===== src/rtl/rwt_pkg.sv =====
package rwt_pkg;

    localparam int NUM_PREGS = 16;
    localparam int NUM_SLOTS = 8;
    localparam int TAG_W     = 5;
    localparam int NUM_SRC   = 2;
    localparam int SLOT_W    = $clog2(NUM_SLOTS);

    typedef logic [TAG_W-1:0] tag_t;

    typedef struct packed {
        logic valid;
        tag_t tag;
    } cmpl_t;

    typedef struct packed {
        tag_t tag;
        logic pend;
    } src_t;

    function automatic logic is_tracked(tag_t t);
        return int'(t) < NUM_PREGS;
    endfunction

    function automatic logic sb_bit(logic [NUM_PREGS-1:0] v, tag_t t);
        logic r;
        r = 1'b0;
        for (int i = 0; i < NUM_PREGS; i++) begin
            if (int'(t) == i) r = v[i];
        end
        return r;
    endfunction

endpackage


===== src/rtl/rwt_scoreboard.sv =====
module rwt_scoreboard
    import rwt_pkg::*;
(
    input  logic                 clk,
    input  logic                 rst,
    input  cmpl_t                set_in,
    input  logic                 clr_valid,
    input  tag_t                 clr_tag,
    input  tag_t                 rd_tag [NUM_SRC],
    output logic                 rd_rdy [NUM_SRC],
    output logic [NUM_PREGS-1:0] bits
);

    logic [NUM_PREGS-1:0] bits_q;
    logic [NUM_PREGS-1:0] bits_d;

    always_comb begin
        bits_d = bits_q;
        for (int i = 0; i < NUM_PREGS; i++) begin
            if (set_in.valid && int'(set_in.tag) == i) bits_d[i] = 1'b1;
            if (clr_valid && int'(clr_tag) == i)       bits_d[i] = 1'b0;
        end
    end

    always_ff @(posedge clk) begin
        if (rst) bits_q <= '0;
        else     bits_q <= bits_d;
    end

    // read with bypass from a completion in the same cycle
    for (genvar s = 0; s < NUM_SRC; s++) begin : g_rd
        assign rd_rdy[s] = sb_bit(bits_q, rd_tag[s]) ||
                           (set_in.valid && set_in.tag == rd_tag[s]);
    end

    assign bits = bits_q;

    assert_dst_clear_R2: assert property (@(posedge clk) disable iff (rst)
        (clr_valid && is_tracked(clr_tag)) |=> !sb_bit(bits_q, $past(clr_tag)));

    assert_cmpl_set_R5: assert property (@(posedge clk) disable iff (rst)
        (set_in.valid && is_tracked(set_in.tag) &&
         !(clr_valid && clr_tag == set_in.tag))
        |=> sb_bit(bits_q, $past(set_in.tag)));

    assert_untracked_R7: assert property (@(posedge clk) disable iff (rst)
        ((!clr_valid || !is_tracked(clr_tag)) &&
         (!set_in.valid || !is_tracked(set_in.tag))) |=> $stable(bits_q));

endmodule


===== src/rtl/rwt_slot.sv =====
module rwt_slot
    import rwt_pkg::*;
(
    input  logic  clk,
    input  logic  rst,
    input  logic  load,
    input  src_t  src_in [NUM_SRC],
    input  cmpl_t wake,
    input  logic  drop,
    input  tag_t  probe_tag,
    output logic  ready,
    output logic  waits_on_probe
);

    src_t src_q [NUM_SRC];
    logic valid_q;
    logic any_pend;
    logic load_clean;
    logic probe_hit;

    always_ff @(posedge clk) begin
        if (rst) begin
            valid_q <= 1'b0;
            for (int s = 0; s < NUM_SRC; s++) src_q[s] <= '0;
        end else if (load) begin
            valid_q <= 1'b1;
            for (int s = 0; s < NUM_SRC; s++) src_q[s] <= src_in[s];
        end else if (drop) begin
            valid_q <= 1'b0;
            for (int s = 0; s < NUM_SRC; s++) src_q[s].pend <= 1'b0;
        end else begin
            for (int s = 0; s < NUM_SRC; s++) begin
                if (wake.valid && src_q[s].pend && src_q[s].tag == wake.tag)
                    src_q[s].pend <= 1'b0;
            end
        end
    end

    always_comb begin
        any_pend   = 1'b0;
        load_clean = 1'b1;
        probe_hit  = 1'b0;
        for (int s = 0; s < NUM_SRC; s++) begin
            if (src_q[s].pend) any_pend = 1'b1;
            if (src_in[s].pend) load_clean = 1'b0;
            if (src_q[s].pend && src_q[s].tag == probe_tag &&
                !(wake.valid && wake.tag == probe_tag))
                probe_hit = 1'b1;
        end
    end

    assign ready          = valid_q && !any_pend;
    assign waits_on_probe = valid_q && !drop && !load && probe_hit;

    assert_load_ready_R3: assert property (@(posedge clk) disable iff (rst)
        (load && load_clean) |=> ready);

    assert_drop_empty_R9: assert property (@(posedge clk) disable iff (rst)
        (drop && !load) |=> !ready);

    assert_ready_holds_R5: assert property (@(posedge clk) disable iff (rst)
        (ready && !load && !drop) |=> ready);

endmodule


===== src/rtl/regwake_tracker.sv =====
module regwake_tracker
    import rwt_pkg::*;
(
    input  logic                 clk,
    input  logic                 rst,
    input  logic                 disp_valid,
    input  logic [SLOT_W-1:0]    disp_slot,
    input  logic [TAG_W-1:0]     disp_src0_tag,
    input  logic [TAG_W-1:0]     disp_src1_tag,
    input  logic [NUM_SRC-1:0]   disp_src_rdy,
    input  logic [TAG_W-1:0]     disp_dst_tag,
    input  logic                 cmpl_valid,
    input  logic [TAG_W-1:0]     cmpl_tag,
    input  logic [NUM_SLOTS-1:0] drop_mask,
    output logic [NUM_SLOTS-1:0] slot_ready,
    output logic [NUM_PREGS-1:0] reg_ready,
    output logic                 producer_err
);

    tag_t  src_tag [NUM_SRC];
    logic  sb_rdy  [NUM_SRC];
    src_t  new_src [NUM_SRC];
    cmpl_t wake;
    logic  dst_trk;
    logic  [NUM_SLOTS-1:0] waits;
    logic  err_q;

    assign src_tag[0] = disp_src0_tag;
    assign src_tag[1] = disp_src1_tag;
    assign wake.valid = cmpl_valid && is_tracked(cmpl_tag);
    assign wake.tag   = cmpl_tag;
    assign dst_trk    = disp_valid && is_tracked(disp_dst_tag);

    rwt_scoreboard u_sb (
        .clk      (clk),
        .rst      (rst),
        .set_in   (wake),
        .clr_valid(dst_trk),
        .clr_tag  (disp_dst_tag),
        .rd_tag   (src_tag),
        .rd_rdy   (sb_rdy),
        .bits     (reg_ready)
    );

    for (genvar s = 0; s < NUM_SRC; s++) begin : g_src
        assign new_src[s].tag  = src_tag[s];
        assign new_src[s].pend = !disp_src_rdy[s] && is_tracked(src_tag[s]) &&
                                 !sb_rdy[s];
    end

    for (genvar k = 0; k < NUM_SLOTS; k++) begin : g_slot
        rwt_slot u_slot (
            .clk           (clk),
            .rst           (rst),
            .load          (disp_valid && int'(disp_slot) == k),
            .src_in        (new_src),
            .wake          (wake),
            .drop          (drop_mask[k]),
            .probe_tag     (disp_dst_tag),
            .ready         (slot_ready[k]),
            .waits_on_probe(waits[k])
        );
    end

    always_ff @(posedge clk) begin
        if (rst) err_q <= 1'b0;
        else if (dst_trk && |waits) err_q <= 1'b1;
    end

    assign producer_err = err_q;

    assert_err_sticky_R8: assert property (@(posedge clk) disable iff (rst)
        producer_err |=> producer_err);

    assert_err_raise_R8: assert property (@(posedge clk) disable iff (rst)
        (dst_trk && |waits) |=> producer_err);

endmodule


===== config.mk =====
export PLATFORM = sky130hd
export DESIGN_NAME = regwake_tracker
export DESIGN_NICKNAME = d
export VERILOG_FILES = /design/src/rtl/rwt_pkg.sv /design/src/rtl/rwt_scoreboard.sv /design/src/rtl/rwt_slot.sv /design/src/rtl/regwake_tracker.sv
export SDC_FILE = /design/constraint.sdc
export NUM_CORES = 1
export LEC_CHECK = 0
export ABC_AREA = 1
export BUFFER_PORTS_ARGS = -buffer_cell sky130_fd_sc_hd__buf_2
export CAP_MARGIN = 5
export CORE_UTILIZATION = 66
export DETAILED_ROUTE_END_ITERATION = 8
export PLACE_DENSITY = 0.95
export SLEW_MARGIN = 5
export SYNTH_ARGS = -nofsm -noshare
export SYNTH_HDL_FRONTEND = slang
export SYNTH_SLANG_ARGS = --single-unit

===== constraint.sdc =====
create_clock -name clk -period 2.3 [get_ports clk]
set_input_delay 0.115 -clock clk [delete_from_list [all_inputs] [get_ports clk]]
set_output_delay 0.115 -clock clk [all_outputs]
set_load 0.01 [all_outputs]

==> flow_summary.json <==
{
  "status": "finished, violations left",
  "violations": "design-rule violations",
  "cp.required_ns": 2.52,
  "portBuffers": 61,
  "drt_iter0_drc": 1261,
  "finalMaxSlewViolations": 0,
  "clock_skew_ns": 0.006570,
  "syn_avg_cell_area_um2": 7.226,
  "synth_flop_cell": "edfxtp_1",
  "synth_nets": 1135,
  "cap_violations": 0,
  "die_area_um2": 12460,
  "track_usage_pct": 43.30,
  "tightest_slew_ns": 0.7123,
  "syn_inst": 1098,
  "drive_above_1_share_pct": 12.95,
  "finalSetupViolCount": 0,
  "synth_area_um2": 7934,
  "place_area_um2": 8129,
  "vias": 8294,
  "cts.sinks": 121,
  "nFillCells": 801,
  "yosysTopAreaCellShare_pct": 36.33,
  "grt_pass1_vias": 8013,
  "dr.pass1.iters": 9,
  "cts.reportedPaths.clkPinSlew_ns": 0.06,
  "end_kind": "flip-flop",
  "syn2layout_area_growth_pct": 10.71,
  "die_y_um": 111.6,
  "critPathArrivalTime_ns": 2.22,
  "antenna_found_initial": 0,
  "cts_htree_levels": 4,
  "core_um2": 11560,
  "ys_ff_latch": 121,
  "power_per_cell_area_nw_per_um2": 717.1,
  "rsz0062_at_grt": "no",
  "p_leak_uw": 0.004087,
  "diodes": 0,
  "yosysMostFrequentCell": "nand2_1",
  "viasPerCell": 6.410,
  "yosysSeqAreaShare_pct": 42.64,
  "grt_max_degree": 23,
  "ant_nets": 0,
  "die_width_um": 111.6,
  "synthTopCellsByArea": "edfxtp_1 36%, nand2_1 16%, nor2_1 8.7%",
  "cp_slowest_cell": "dlygate4sd3_1",
  "grt_pass1_wl_mm": 40.67,
  "cts.path.max_buffers": 2,
  "gp_congestion": 0.9996,
  "cp_num_buf_inv": 4,
  "r2r_slack_ns": 0.57,
  "wl_per_cell_um": 19.95,
  "synth_edf_count": 96,
  "critPathTopFamily": "buffers and inverters",
  "drcViolationCount": 8,
  "slew_headroom_pct": 52.46,
  "max_freq_mhz": 498.7,
  "tns_ns": 0,
  "hold_viol": 0,
  "pin_count": 62,
  "nNetsFinal": 1175,
  "crit_fanout": 13,
  "yosys.area.top_type": "edfxtp_1",
  "cpPeakStageDelay_ns": 0.53,
  "numCtsBuffers": 17,
  "cts_tree": "built",
  "stdcell_area_um2": 8783,
  "ys_types": 41,
  "cts_root_buffer": "clkbuf_16",
  "hp-class": "in2reg",
  "path_cells": "dlygate4sd3_1, buf_2, inv_1, buf_4, nand2_1, nor3_1",
  "ys_async_sr_fraction_pct": 0,
  "vdd_ir_drop_max_mv": 0.4461,
  "start_kind": "input port",
  "initial_utilization_pct": 68.60,
  "grt-ovfl-total": 0,
  "period_share_pct": 87.19,
  "wl_mm": 25.82,
  "post_cts.repair.setup_buffers": 0,
  "rows": 39,
  "hpwl_mm": 16.63,
  "period_needed_ns": 2.005,
  "path_class": "in2reg",
  "synth_commonest_cells": "339 x nand2_1, 184 x nor2_1, 126 x inv_1",
  "yosysWarningCount": 0,
  "insertion_delay_ns": 0.43
}
worst reg2reg max path: cells and delay by family (launching register included):
family,cells,cell delay (ns)
AO/OA/AOI/OAI,3,0.27
buffers and inverters,1,0.09
flip-flops,1,0.30
AND/OR/NAND/NOR,5,0.85
power by group:
group | switching (uW) | total, uW | internal (uW) | leakage [uW]
Clock | 1020 | 2880 | 1860 | 0.000307
Sequential | 102 | 2590 | 2480 | 0.00115
Combinational | 591 | 832 | 240 | 0.00263
Total | 1710 | 6300 | 4580 | 0.00409
repair_timing:
item                                   in CTS  in global routing
gates resized for setup                     0                  0
hold buffers                                2                  0
endpoints found under the hold margin       2                  0
routing by layer:
| metal | vias up | routed length (um) | global-route usage (%) |
|---|---|---|---|
| met2 | 802 | 10970 | 64.55 |
| met3 | 240 | 4300 | 13.77 |
| met4 | 0 | 2042 | 33.06 |
| met1 | 3627 | 8508 | 52.36 |
| met5 | - | 0 | 0 |
| li1 | 3625 | - | - |
registers in the layout, summed over array words and instances (netlist names):
signal                 count
u_sb.bits                 16
g_slot.u_slot.src_q       96
producer_err               1
g_slot.u_slot.valid_q      8
area by class of cell:
cell class                      count  area [um^2]  area share, %
Timing Repair Buffer               85        490.5          5.584
Clock buffer                       22        496.7          5.655
Tap cell                          143        178.9          2.037
Sequential cell                   121         3383          38.52
Clock inverter                     10        137.6          1.567
Multi-Input combinational cell    775         3576          40.71
Inverter                          138        520.5          5.926
stage by stage:
step           util [%]  power, uW  hold slack (ns)  setup WS [ns]  cells
2_1_floorplan         -       3150           0.1774         0.8750   1098
3_3_place_gp      70.29       3369           0.3931         0.5502   1260
3_5_place_dp      70.29       3398           0.4252         0.4852   1260
4_1_cts           75.95       6215          0.01252         0.4161   1294
5_1_grt           75.95       6438          0.06923         0.2493   1294
6_report          75.95       6298          0.03121         0.2946   1294
cells by family after synthesis:
logic type,Yosys count,synth area share [%]
AND/OR/NAND/NOR,623,32.23
AO/OA/AOI/OAI,139,11.40
flip-flops,121,42.64
XOR/XNOR,13,1.435
buffers and inverters,202,12.29
path summary, 6_finish.rpt:
| path | startpoint | end | cells after the start |
|---|---|---|---|
| setup / recovery | rst | g_slot[5].u_slot.src_q[0][6] | 6 |
| hold / removal | drop_mask[4] | g_slot[4].u_slot.valid_q | 4 |
| setup reg to reg | u_sb.bits[10] | g_slot[5].u_slot.src_q[0][6] | 9 |
| hold reg to reg | g_slot[4].u_slot.valid_q | g_slot[4].u_slot.valid_q | 2 |
cells in the final DEF (no fill, tap or decap), types with 2 or more instances in the layout:
cell           instances
nand4_1                6
nor4_1                 2
dfxtp_1               25
xor2_1                 3
clkinv_2               3
a221oi_1               2
o221ai_1              10
xnor2_1               10
dlygate4sd3_1          2
clkinv_1               2
nor3_1                25
buf_4                 22
nor2_2                 8
or2_2                  2
inv_2                  9
clkinvlp_4             2
clkbuf_16             19
o21ai_1                8
inv_1                126
o311ai_0               5
o22ai_1                9
edfxtp_1              96
o211ai_1               7
o311ai_1               8
nor3_2                 2
nand2_2                7
buf_2                 61
o2111ai_1             15
a21oi_1               25
nand3_1               36
o21ai_0               45
nand2_1              339
bufinv_16              3
a2111oi_0              2
clkbuf_1               2
or2_1                  8
nor2_1               184
(Power assumes the default switching activity.)
